--- config.mk ---
export PLATFORM = sky130hd
export DESIGN_NAME = vfl_license_ctrl
export DESIGN_NICKNAME = d
export VERILOG_FILES = /design/src/rtl/vfl_pkg.sv /design/src/rtl/vfl_halt_seq.sv /design/src/rtl/vfl_soft_track.sv /design/src/rtl/vfl_quiet_timer.sv /design/src/rtl/vfl_license_ctrl.sv
export SDC_FILE = /design/constraint.sdc
export NUM_CORES = 1
export LEC_CHECK = 0
export BUFFER_PORTS_ARGS = -buffer_cell sky130_fd_sc_hd__buf_2
export CORE_UTILIZATION = 58
export DETAILED_ROUTE_END_ITERATION = 6
export GPL_ROUTABILITY_DRIVEN = 0
export GPL_TIMING_DRIVEN = 0
export PLACE_DENSITY = 0.85
export SLEW_MARGIN = 5
export SYNTH_ARGS = -nofsm -noshare
export SYNTH_HDL_FRONTEND = slang
export SYNTH_HIERARCHICAL = 1
export SYNTH_SLANG_ARGS = --single-unit
--- constraint.sdc ---
create_clock -name clk -period 5.8 [get_ports clk]
set_input_delay 0.29 -clock clk [delete_from_list [all_inputs] [get_ports clk]]
set_output_delay 0.29 -clock clk [all_outputs]
set_load 0.05 [all_outputs]
--- src/rtl/vfl_pkg.sv ---
package vfl_pkg;

  typedef logic [1:0] lic_t;

  typedef enum logic [1:0] {
    WC_SCALAR = 2'd0,
    WC_128    = 2'd1,
    WC_256    = 2'd2,
    WC_512    = 2'd3
  } width_code_e;

  function automatic lic_t need_of(input width_code_e w, input logic heavy);
    lic_t r;
    case (w)
      WC_256:  r = heavy ? 2'd1 : 2'd0;
      WC_512:  r = heavy ? 2'd2 : 2'd1;
      default: r = 2'd0;
    endcase
    return r;
  endfunction

endpackage

--- src/rtl/vfl_halt_seq.sv ---
module vfl_halt_seq #(
  parameter int HALT_CYC = 8
) (
  input  logic clk,
  input  logic rst_n,
  input  logic start,
  output logic stall,
  output logic done
);
  localparam int CW = $clog2(HALT_CYC + 1);
  localparam logic [CW-1:0] LOAD = CW'(HALT_CYC);

  logic [CW-1:0] cnt_q, cnt_d;

  always_comb begin
    cnt_d = cnt_q;
    if (cnt_q != '0)  cnt_d = cnt_q - 1'b1;
    else if (start)   cnt_d = LOAD;
  end

  always_ff @(posedge clk or negedge rst_n) begin
    if (!rst_n) cnt_q <= '0;
    else        cnt_q <= cnt_d;
  end

  assign stall = (cnt_q != '0);
  assign done  = (cnt_q == CW'(1));

  assert_halt_begins_R4: assert property (@(posedge clk) disable iff (!rst_n)
    (start && !stall) |=> stall);

  assert_halt_ends_R4: assert property (@(posedge clk) disable iff (!rst_n)
    done |=> !stall);

endmodule

--- src/rtl/vfl_soft_track.sv ---
module vfl_soft_track
  import vfl_pkg::*;
#(
  parameter int WIN_LEN = 64,
  parameter int THRESH  = 16
) (
  input  logic clk,
  input  logic rst_n,
  input  logic en,
  input  logic hit,
  input  lic_t req,
  input  lic_t lic,
  input  lic_t lic_nxt,
  input  logic chg,
  output logic raise,
  output lic_t tgt,
  output logic throttle
);
  localparam int WW = $clog2(WIN_LEN);
  localparam int HW = $clog2(THRESH + 1);
  localparam logic [WW-1:0] WIN_LAST = WW'(WIN_LEN - 1);
  localparam logic [HW:0]   THR_V    = (HW+1)'(THRESH);

  logic [WW-1:0] win_q, win_d;
  logic [HW-1:0] hv_q, hv_d;
  lic_t          pend_q, pend_d, pend_n;
  logic [HW:0]   sum;

  always_comb begin
    pend_n = (hit && (req > pend_q)) ? req : pend_q;
    sum    = {1'b0, hv_q} + {{HW{1'b0}}, hit};
    raise  = en && (pend_n > lic) && (sum >= THR_V);
    tgt    = pend_n;
  end

  always_comb begin
    win_d  = win_q;
    hv_d   = hv_q;
    pend_d = pend_q;
    if (chg) begin
      win_d  = '0;
      hv_d   = '0;
      pend_d = (pend_n > lic_nxt) ? pend_n : 2'd0;
    end else if (en) begin
      if (pend_n > lic) begin
        if (win_q == WIN_LAST) begin
          win_d  = '0;
          hv_d   = '0;
          pend_d = hit ? pend_n : 2'd0;
        end else begin
          win_d  = win_q + 1'b1;
          hv_d   = sum[HW-1:0];
          pend_d = pend_n;
        end
      end else begin
        win_d  = '0;
        hv_d   = '0;
        pend_d = 2'd0;
      end
    end
  end

  always_ff @(posedge clk or negedge rst_n) begin
    if (!rst_n) begin
      win_q  <= '0;
      hv_q   <= '0;
      pend_q <= 2'd0;
    end else begin
      win_q  <= win_d;
      hv_q   <= hv_d;
      pend_q <= pend_d;
    end
  end

  assign throttle = (pend_q > lic);

  assert_hits_below_limit_R6: assert property (@(posedge clk) disable iff (!rst_n)
    {1'b0, hv_q} < THR_V);

  assert_frozen_in_halt_R10: assert property (@(posedge clk) disable iff (!rst_n)
    (!en && !chg) |=> ($stable(hv_q) && $stable(win_q)));

endmodule

--- src/rtl/vfl_quiet_timer.sv ---
module vfl_quiet_timer
  import vfl_pkg::*;
#(
  parameter int DOWN_CYC = 2048
) (
  input  logic clk,
  input  logic rst_n,
  input  logic en,
  input  logic refresh,
  input  lic_t lic,
  input  logic chg,
  output logic expire
);
  localparam int QW = $clog2(DOWN_CYC);
  localparam logic [QW-1:0] Q_LAST = QW'(DOWN_CYC - 1);

  logic [QW-1:0] cnt_q, cnt_d;

  always_comb begin
    cnt_d = cnt_q;
    if (chg || (lic == 2'd0)) cnt_d = '0;
    else if (en) begin
      if (refresh) cnt_d = '0;
      else         cnt_d = cnt_q + 1'b1;
    end
  end

  always_ff @(posedge clk or negedge rst_n) begin
    if (!rst_n) cnt_q <= '0;
    else        cnt_q <= cnt_d;
  end

  assign expire = en && (lic != 2'd0) && !refresh && (cnt_q == Q_LAST);

  assert_timer_idle_at_l0_R8: assert property (@(posedge clk) disable iff (!rst_n)
    (lic == 2'd0) |=> (cnt_q == '0));

endmodule

--- src/rtl/vfl_license_ctrl.sv ---
module vfl_license_ctrl
  import vfl_pkg::*;
#(
  parameter int HALT_CYC = 8,
  parameter int WIN_LEN  = 64,
  parameter int THRESH   = 16,
  parameter int DOWN_CYC = 2048
) (
  input  logic       clk,
  input  logic       rst_n,
  input  logic       insn_valid,
  input  logic [1:0] insn_width,
  input  logic       insn_heavy,
  output logic [1:0] license,
  output logic       stall,
  output logic       throttle
);
  lic_t lic_q, lic_d, req, tgt;
  logic acc, hit, refresh, start, done, raise, expire, chg;

  always_comb begin
    req     = need_of(width_code_e'(insn_width), insn_heavy);
    acc     = insn_valid && !stall;
    hit     = acc && insn_heavy && (req > lic_q);
    refresh = acc && (req >= lic_q);
    start   = acc && (width_code_e'(insn_width) == WC_512) && !insn_heavy
              && (lic_q == 2'd0);
  end

  vfl_halt_seq #(.HALT_CYC(HALT_CYC)) u_halt (
    .clk   (clk),
    .rst_n (rst_n),
    .start (start),
    .stall (stall),
    .done  (done)
  );

  vfl_soft_track #(.WIN_LEN(WIN_LEN), .THRESH(THRESH)) u_soft (
    .clk      (clk),
    .rst_n    (rst_n),
    .en       (!stall),
    .hit      (hit),
    .req      (req),
    .lic      (lic_q),
    .lic_nxt  (lic_d),
    .chg      (chg),
    .raise    (raise),
    .tgt      (tgt),
    .throttle (throttle)
  );

  vfl_quiet_timer #(.DOWN_CYC(DOWN_CYC)) u_quiet (
    .clk     (clk),
    .rst_n   (rst_n),
    .en      (!stall),
    .refresh (refresh),
    .lic     (lic_q),
    .chg     (chg),
    .expire  (expire)
  );

  always_comb begin
    lic_d = lic_q;
    if (done)        lic_d = 2'd1;
    else if (raise)  lic_d = tgt;
    else if (expire) lic_d = lic_q - 2'd1;
    chg = (lic_d != lic_q);
  end

  always_ff @(posedge clk or negedge rst_n) begin
    if (!rst_n) lic_q <= 2'd0;
    else        lic_q <= lic_d;
  end

  assign license = lic_q;

  assert_license_range_R1: assert property (@(posedge clk) disable iff (!rst_n)
    license != 2'd3);

  assert_halt_only_from_l0_R4: assert property (@(posedge clk) disable iff (!rst_n)
    stall |-> (license == 2'd0));

  assert_halt_lands_l1_R4: assert property (@(posedge clk) disable iff (!rst_n)
    $fell(stall) |-> (license == 2'd1));

  assert_drop_one_level_R8: assert property (@(posedge clk) disable iff (!rst_n)
    (license < $past(license)) |-> (($past(license) - license) == 2'd1));

endmodule

Word level (Yosys, flattened, before mapping). Cells that the tools add are included.

Bits of input ports: 6. Logic and storage cells: 73. Register bits: 30. Output and inout port bits: 4.

Order comparisons: 7. $add $sub $neg: 5. Muxes and demuxes: 26. Equal/unequal tests: 8. Reductions and logical operators: 21.

Operator list (number): $mux 11 (3); $mux 6 (4); $mux 2 (11); $mux 5 (4); $logic_and 1x1->1 (13); $add 11x1->11 const B (1); $eq 11x11->1 const B (1); $gt 2x2->1 (5); $mux 4 (2); $add 5x1->6 (1); $add 6x1->6 const B (1); $eq 6x6->1 const B (1); $ge 6x5->1 const B (1); $eq 2x2->1 const B (2); $eq 4x1->1 const B (1); $ne 2x1->1 const B (2); $pmux 2 s2 (1); $reduce_bool 2->1 (2); $reduce_bool 4->1 (1); $sub 4x1->4 const B (1); $logic_not 1->1 (3); $ge 2x2->1 (1); $logic_not 2->1 (1); $ne 2x2->1 (1); other kinds (3) (3).

Longest topological paths before layout.
Depth in word-level cells: 15. Mapped depth: 21. Depth with buffers taken out: 20.

Hierarchy. Netlist, hierarchy kept.

Modules (own cells, without submodules): vfl_soft_track (instances 1, sequential area each 325.3 um2, cells an instance 89, area an instance 893.4 um2); vfl_quiet_timer (instances 1, sequential area each 275.3 um2, cells an instance 84, area an instance 704.4 um2); vfl_license_ctrl (instances 1, sequential area each 50.0 um2, cells an instance 37, area an instance 271.5 um2); vfl_halt_seq (instances 1, sequential area each 100.1 um2, cells an instance 17, area an instance 182.7 um2).

Worst setup path before layout. No wires, ideal clock.

Path kind: reg-to-reg. Start: register u_halt.cnt_q[1]. End: register u_soft.hv_q[2]. Library setup time: 0.082 ns. Period minus slack after synthesis: 4.554 ns. Stages on the path, launching flop included: 20. Path buffers: 1. Arrival: 4.472 ns. Path slack: 1.246 ns. Required time: 5.718 ns. Cell sequence: dfrtp_1 -> or4_1 -> inv_1 -> nand2_1 -> nor3_1 -> o211ai_1 -> mux2i_1 -> inv_1 -> ha_1 -> nand2b_1 -> a22oi_1 -> o2111a_1 -> nor2b_1 -> a311oi_1 -> o2bb2ai_1 -> nand2b_1 -> a221oi_2 -> buf_6 -> nand3b_1 -> a31oi_1.

Word-level cells in the longest chain between the ends: 14. Elaborated cells on any way between the ends: 27. Those cells by class: add/sub (1); order compare (2); eq/ne (3); mux (8); reduce/logical (13).

RTL lines: from (decl) (RTL line vfl_halt_seq.sv:13) `logic [CW-1:0] cnt_q, cnt_d;`; from (signal assigned) (RTL line vfl_halt_seq.sv:23) `else cnt_q <= cnt_d;`; $reduce_bool 4->1 (*) (RTL line vfl_halt_seq.sv:26) `assign stall = (cnt_q != '0);`; named net stall (RTL line vfl_license_ctrl.sv:15) `output logic stall,`; $logic_not 1->1 (*) (RTL line vfl_license_ctrl.sv:23) `acc = insn_valid && !stall;`; $logic_and 1x1->1 (*) (RTL line vfl_license_ctrl.sv:23); $logic_and 1x1->1 (*) (2 in a row) (RTL line vfl_license_ctrl.sv:24) `hit = acc && insn_heavy && (req > lic_q);`; named net hit (RTL line vfl_license_ctrl.sv:19) `logic acc, hit, refresh, start, done, raise, expire, chg;`; $logic_and 1x1->1 (*) (RTL line vfl_soft_track.sv:30) `pend_n = (hit && (req > pend_q)) ? req : pend_q;`; $mux 2 (*) (RTL line vfl_soft_track.sv:30); named net tgt[1] (RTL line vfl_license_ctrl.sv:18) `lic_t lic_q, lic_d, req, tgt;`; $gt 2x2->1 (*) (RTL line vfl_soft_track.sv:32) `raise = en && (pend_n > lic) && (sum >= THR_V);`; $logic_and 1x1->1 (*) (2 in a row) (RTL line vfl_soft_track.sv:32); named net raise (RTL line vfl_license_ctrl.sv:19); $mux 2 (*) (RTL line vfl_license_ctrl.sv:65) `else if (raise) lic_d = tgt;`; $mux 2 (*) (RTL line vfl_license_ctrl.sv:64) `if (done) lic_d = 2'd1;`; $ne 2x2->1 (*) (RTL line vfl_license_ctrl.sv:67) `chg = (lic_d != lic_q);`; named net chg (RTL line vfl_license_ctrl.sv:19); $ne 2x1->1 (no source line) or $mux 5 (tied branches); to (signal assigned) (RTL line vfl_soft_track.sv:70) `hv_q <= hv_d;`; to (decl) (RTL line vfl_soft_track.sv:25) `logic [HW-1:0] hv_q, hv_d;`.

The timed path passes the listed nets; every way through them passes the cells marked *. The select of a mux whose other input is x is not followed. A chain may end at the register's enable or synchronous reset.

Worst setup path in the final report.
Start: register u_halt.cnt_q[1]. End: register u_soft.hv_q[4].

Word-level cells in the longest chain between the ends: 14. Elaborated cells on any way between the ends: 27. Those cells by class: add/sub (1); order compare (2); eq/ne (3); mux (8); reduce/logical (13).

RTL lines (RTL line): $reduce_bool 4->1 (*) (vfl_halt_seq.sv:26); $logic_not 1->1 (*) (vfl_license_ctrl.sv:23); $logic_and 1x1->1 (*) (vfl_license_ctrl.sv:23); $logic_and 1x1->1 (*) (2 in a row) (vfl_license_ctrl.sv:24); named net hit (vfl_license_ctrl.sv:19); $logic_and 1x1->1 (*) (vfl_soft_track.sv:30); $mux 2 (*) (vfl_soft_track.sv:30); named net tgt[1] (vfl_license_ctrl.sv:18); $gt 2x2->1 (*) (vfl_soft_track.sv:32); $logic_and 1x1->1 (*) (2 in a row) (vfl_soft_track.sv:32); named net raise (vfl_license_ctrl.sv:19); $mux 2 (*) (vfl_license_ctrl.sv:65); $mux 2 (*) (vfl_license_ctrl.sv:64); $ne 2x2->1 (*) (vfl_license_ctrl.sv:67); named net chg (vfl_license_ctrl.sv:19); $ne 2x1->1 (no source line) or $mux 5 (tied branches).

Marked as above.

==> flow_summary.rst <==
.. list-table::
   :header-rows: 1

   * - Metric
     - Value
   * - Run status
     - completed
   * - Metal2 WL
     - just under 2000 µm
   * - Share of synthesized area occupied by flip-flops and latches
     - 36.6%
   * - Clock sinks
     - 30
   * - Average wire per cell in the routed design
     - ~14 µm
   * - Avg Vias per Cell
     - roughly 6
   * - Net switching component of the power
     - roughly 0.00028 W
   * - Number of warnings issued by yosys
     - 6
   * - Adder-cell share of the synthesized area
     - a little under a tenth
   * - Logic depth of the worst path, buffers included
     - 19
   * - Die height
     - about 61 µm
   * - Syn Nets
     - between 200 and 250
   * - Fraction of synthesis flops using an asynchronous set or reset pin
     - 100%
   * - Kind of cell adding the most delay to the critical path
     - compound AO/OA/AOI/OAI gates
   * - Area of the mapped netlist
     - 0.00205 mm²
   * - Final-layout fill cell count
     - 300
   * - Reported leakage power
     - about 1.1 nW
   * - Setup TNS
     - 0 ns
   * - Arr. time, crit path
     - between 5 and 6 ns
   * - Cell-internal power
     - 0.000418 W
   * - Overall Power
     - approximately 0.00069 W
   * - Routed metal-1 wirelength
     - slightly below 2000 µm
   * - Crit Path Class
     - flop to flop
   * - Slack of the worst reg-to-reg path
     - approximately 0.73 ns
   * - Type of the most critical hold path
     - flop to flop
   * - Cell at the root of the clock tree
     - clkbuf_4
   * - Post-layout instance area
     - between 0.002 and 0.0025 mm²
   * - Total count of max-transition violations in the final report
     - 0
   * - Drt first pass iters
     - 4
   * - Starting density of the core
     - between 60% and 70%
   * - Cell-by-cell listing of the critical path
     - or4_1 > inv_1 > nand2_1 > nor3_1 > o211ai_1 > mux2i_1 > inv_1 > ha_1 > nand2b_1 > a22oi_1 > o2111a_1 > nor2b_1 > a311oi_1 > o2bb2ai_1 > nand2b_1 > a221oi_2 > buf_6 > nand3b_1 > a31oi_1
   * - CTS tree
     - built
   * - Placed insts
     - roughly 280
   * - Global-route wire length before repair
     - between 6000 and 7000 µm
   * - Filler-free cell count of the finished design
     - 291
   * - XOR/XNOR share of the synthesized area
     - 1.71%
   * - Part of the power in registers
     - between 30% and 40%
   * - Fin Clk Skew
     - between 0.008 and 0.009 ns
   * - Antenna Nets Post-Route
     - 0
   * - Cell with the largest stage delay on the worst path
     - or4_1
   * - Clock input transition at the sequential cells of the worst setup and hold paths
     - around 0.1 ns
   * - Part of the power in the clock network
     - roughly 24%
   * - Mean post-synth cell area
     - 9.04 µm²
   * - Transition time of the tightest slew-check pin
     - ~0.74 ns
   * - Worst hold stages
     - 1
   * - Achievable Freq
     - around 200 MHz
   * - Most instantiated library cell after synthesis
     - dfrtp_1
   * - Dominant synthesized flop cell
     - dfrtp_1
   * - Buffers plus inverters on the worst setup path
     - 3
   * - CTS buffer count
     - 5
   * - Worst EP required
     - roughly 6 ns
   * - Worst voltage drop across the vdd grid
     - between 0.15 and 0.2 mV
   * - #FFs+latches synth
     - 30
   * - Floorplan core area
     - approximately 0.0034 mm²
   * - Number of vias after detailed routing
     - 1701
   * - DRC violation count after routing
     - 0
   * - Dominant combinational cell family by area after synthesis
     - simple AND/OR/NAND/NOR gates
   * - Placed instance area
     - approximately 0.0022 mm²
   * - Pin count of the biggest net entering global routing
     - 31
   * - Core Rows
     - 21
   * - Number of H-tree levels
     - 2
   * - Max Root-Sink Buffers
     - 2
   * - Number of violations of the max-capacitance limit
     - 0
   * - Final worst slack
     - approximately 0.73 ns
   * - Total half-perimeter wirelength after legalization and detailed placement
     - 2980 µm
   * - Die area
     - 0.00378 mm²
   * - Met3 Routed Length
     - 76 µm
   * - DRT Wirelength
     - 4100 µm
   * - Total congestion overflow after global routing
     - 0
   * - Type of element launching the critical path
     - flop
   * - Antenna diode instance count
     - 0
   * - Initial DRC count
     - between 80 and 90
   * - Comb pwr share
     - about two fifths
   * - Fraction of synthesized cell area taken by the top area cell type
     - 36.6%
   * - Synth Area in Compound Gates
     - ~17%
   * - I/O pin count
     - 10
   * - Finish-stage setup viols
     - 0
   * - Highest metal layer used by the detailed router
     - met4
   * - Portion of the clock cycle consumed by the worst path in the final layout
     - 87.5%
   * - Sw Ratio
     - between 30% and 40%
   * - Final number of hold-violating endpoints
     - 0
   * - Global Route Usage Sum
     - about a quarter
   * - Number of global-route vias before repair
     - between 1500 and 2000
   * - Critical path capture point type
     - flop
   * - Setup repair after global routing missed its margin
     - no
   * - Share of final-layout standard cells stronger than drive strength 1
     - 11.8%
   * - Shortest clock period the worst path allows after layout
     - 5.07 ns
   * - Critical Path Fanout Max
     - 11
   * - Cell taking the most area after synthesis
     - dfrtp_1
   * - Relative slew slack
     - 49.7%
   * - Die span in x
     - around 61 µm
   * - Number of buffers inserted by post-CTS setup repair
     - 0
   * - Simple logic cell fraction of the synthesized area
     - about a quarter
   * - PostCTS Resize Cnt
     - 0
   * - Leading post-synthesis cells by instance count
     - dfrtp_1, nand2_1, inv_1
   * - Port Buffers
     - 9
   * - Netlist cell types
     - 54
   * - Critical path's largest stage delay
     - around 0.57 ns
   * - Source-to-sink clock delay at the later pin of the worst-skew pair
     - around 0.34 ns
   * - Placement Setup Slack
     - around 0.78 ns
   * - Power per cell area
     - about 310 mW/mm²
   * - Most area-consuming cells after synthesis
     - dfrtp_1, ha_1, mux2i_1
   * - Mux share of post-synthesis cell area
     - roughly 5.5%
   * - Post-synthesis to final-layout area growth
     - 9.27%
   * - Synth Instances
     - roughly 230
   * - Number of cells on the worst reg-to-reg path
     - 19
   * - Number of antenna violations at the first check in global routing
     - 0
   * - EDFF count, synth
     - 0
   * - Net total in the final layout
     - between 200 and 300
-- metal layers --
metal | up-vias | GRT usage [%]
li1 | 869 | -
met1 | 812 | 29.1
met2 | 12 | 42.2
met3 | 8 | 5.04
met4 | 0 | 9.52
met5 | - | 0
-- logic make-up after synthesis --
| group | Yosys count |
|---|---|
| flops | 30 |
| compound gates | 51 |
| simple gates | 93 |
| buf+inv | 23 |
| mux | 11 |
| xor+xnor | 4 |
| fa+ha+maj | 15 |
-- through the flow --
step	hold WS, ns	utilization, %
detailed placement	0.365	64.1
global placement	0.361	64.1
global route	0.549	66.7
CTS	0.499	66.7
floorplan	-0.00559	-
finish	0.511	66.7
-- final timing paths --
| kind | start | to |
|---|---|---|
| worst min register to register | u_soft/hv_q[2] | u_soft/hv_q[2] |
| worst max register to register | u_halt/cnt_q[1] | u_soft/hv_q[4] |
| max in group asynchronous | rst_n | u_quiet/cnt_q[4] |
| min in group asynchronous | rst_n | u_halt/cnt_q[3] |
| worst min-delay path | u_soft/hv_q[2] | u_soft/hv_q[2] |
| worst max-delay path | u_halt/cnt_q[1] | u_soft/hv_q[4] |
-- power groups by stage --
stage | clock (W) | sequential [W] | combinational, W
floorplan | 0 | 0.000268 | 0.000198
global placement | 0 | 0.000264 | 0.000255
detailed placement | 0 | 0.000265 | 0.000264
CTS | 0.000173 | 0.000261 | 0.000266
global route | 0.000178 | 0.000266 | 0.000299
finish | 0.000167 | 0.000261 | 0.000266
-- cells in the final DEF (no fill, tap or decap), drive strengths merged, types with 8 or more instances in the layout --
master  instances
dfrtp          30
mux2i           9
nor2           13
clkbuf          8
a21oi          13
nand2          23
nand3          10
ha             15
a31oi           8
buf            10
inv            19
-- registers in the layout, indices dropped and copies added, names as in the netlist --
name / flops
license: 2
u_halt/cnt_q: 4
u_quiet/cnt_q: 11
u_soft/hv_q: 5
u_soft/pend_q: 2
u_soft/win_q: 6
-- timing repair --
item,CTS,global route
hold buffers,1,0
endpoints found under the setup margin,0,0
hold endpoints to repair,30,0
-- final cells by class --
cell class / instances / area, µm² / share of cell area [%]
Buffer: 4 / 22.5 / 1.00
Timing Repair Buffer: 10 / 55.1 / 2.46
Inverter: 19 / 71.3 / 3.18
Multi-Input combinational cell: 174 / 1210 / 53.9
Tap cell: 46 / 57.6 / 2.57
Clock buffer: 5 / 37.5 / 1.67
Clock inverter: 3 / 40.0 / 1.79
Sequential cell: 30 / 751 / 33.5
No activity file was read; power rests on OpenSTA's default activity.
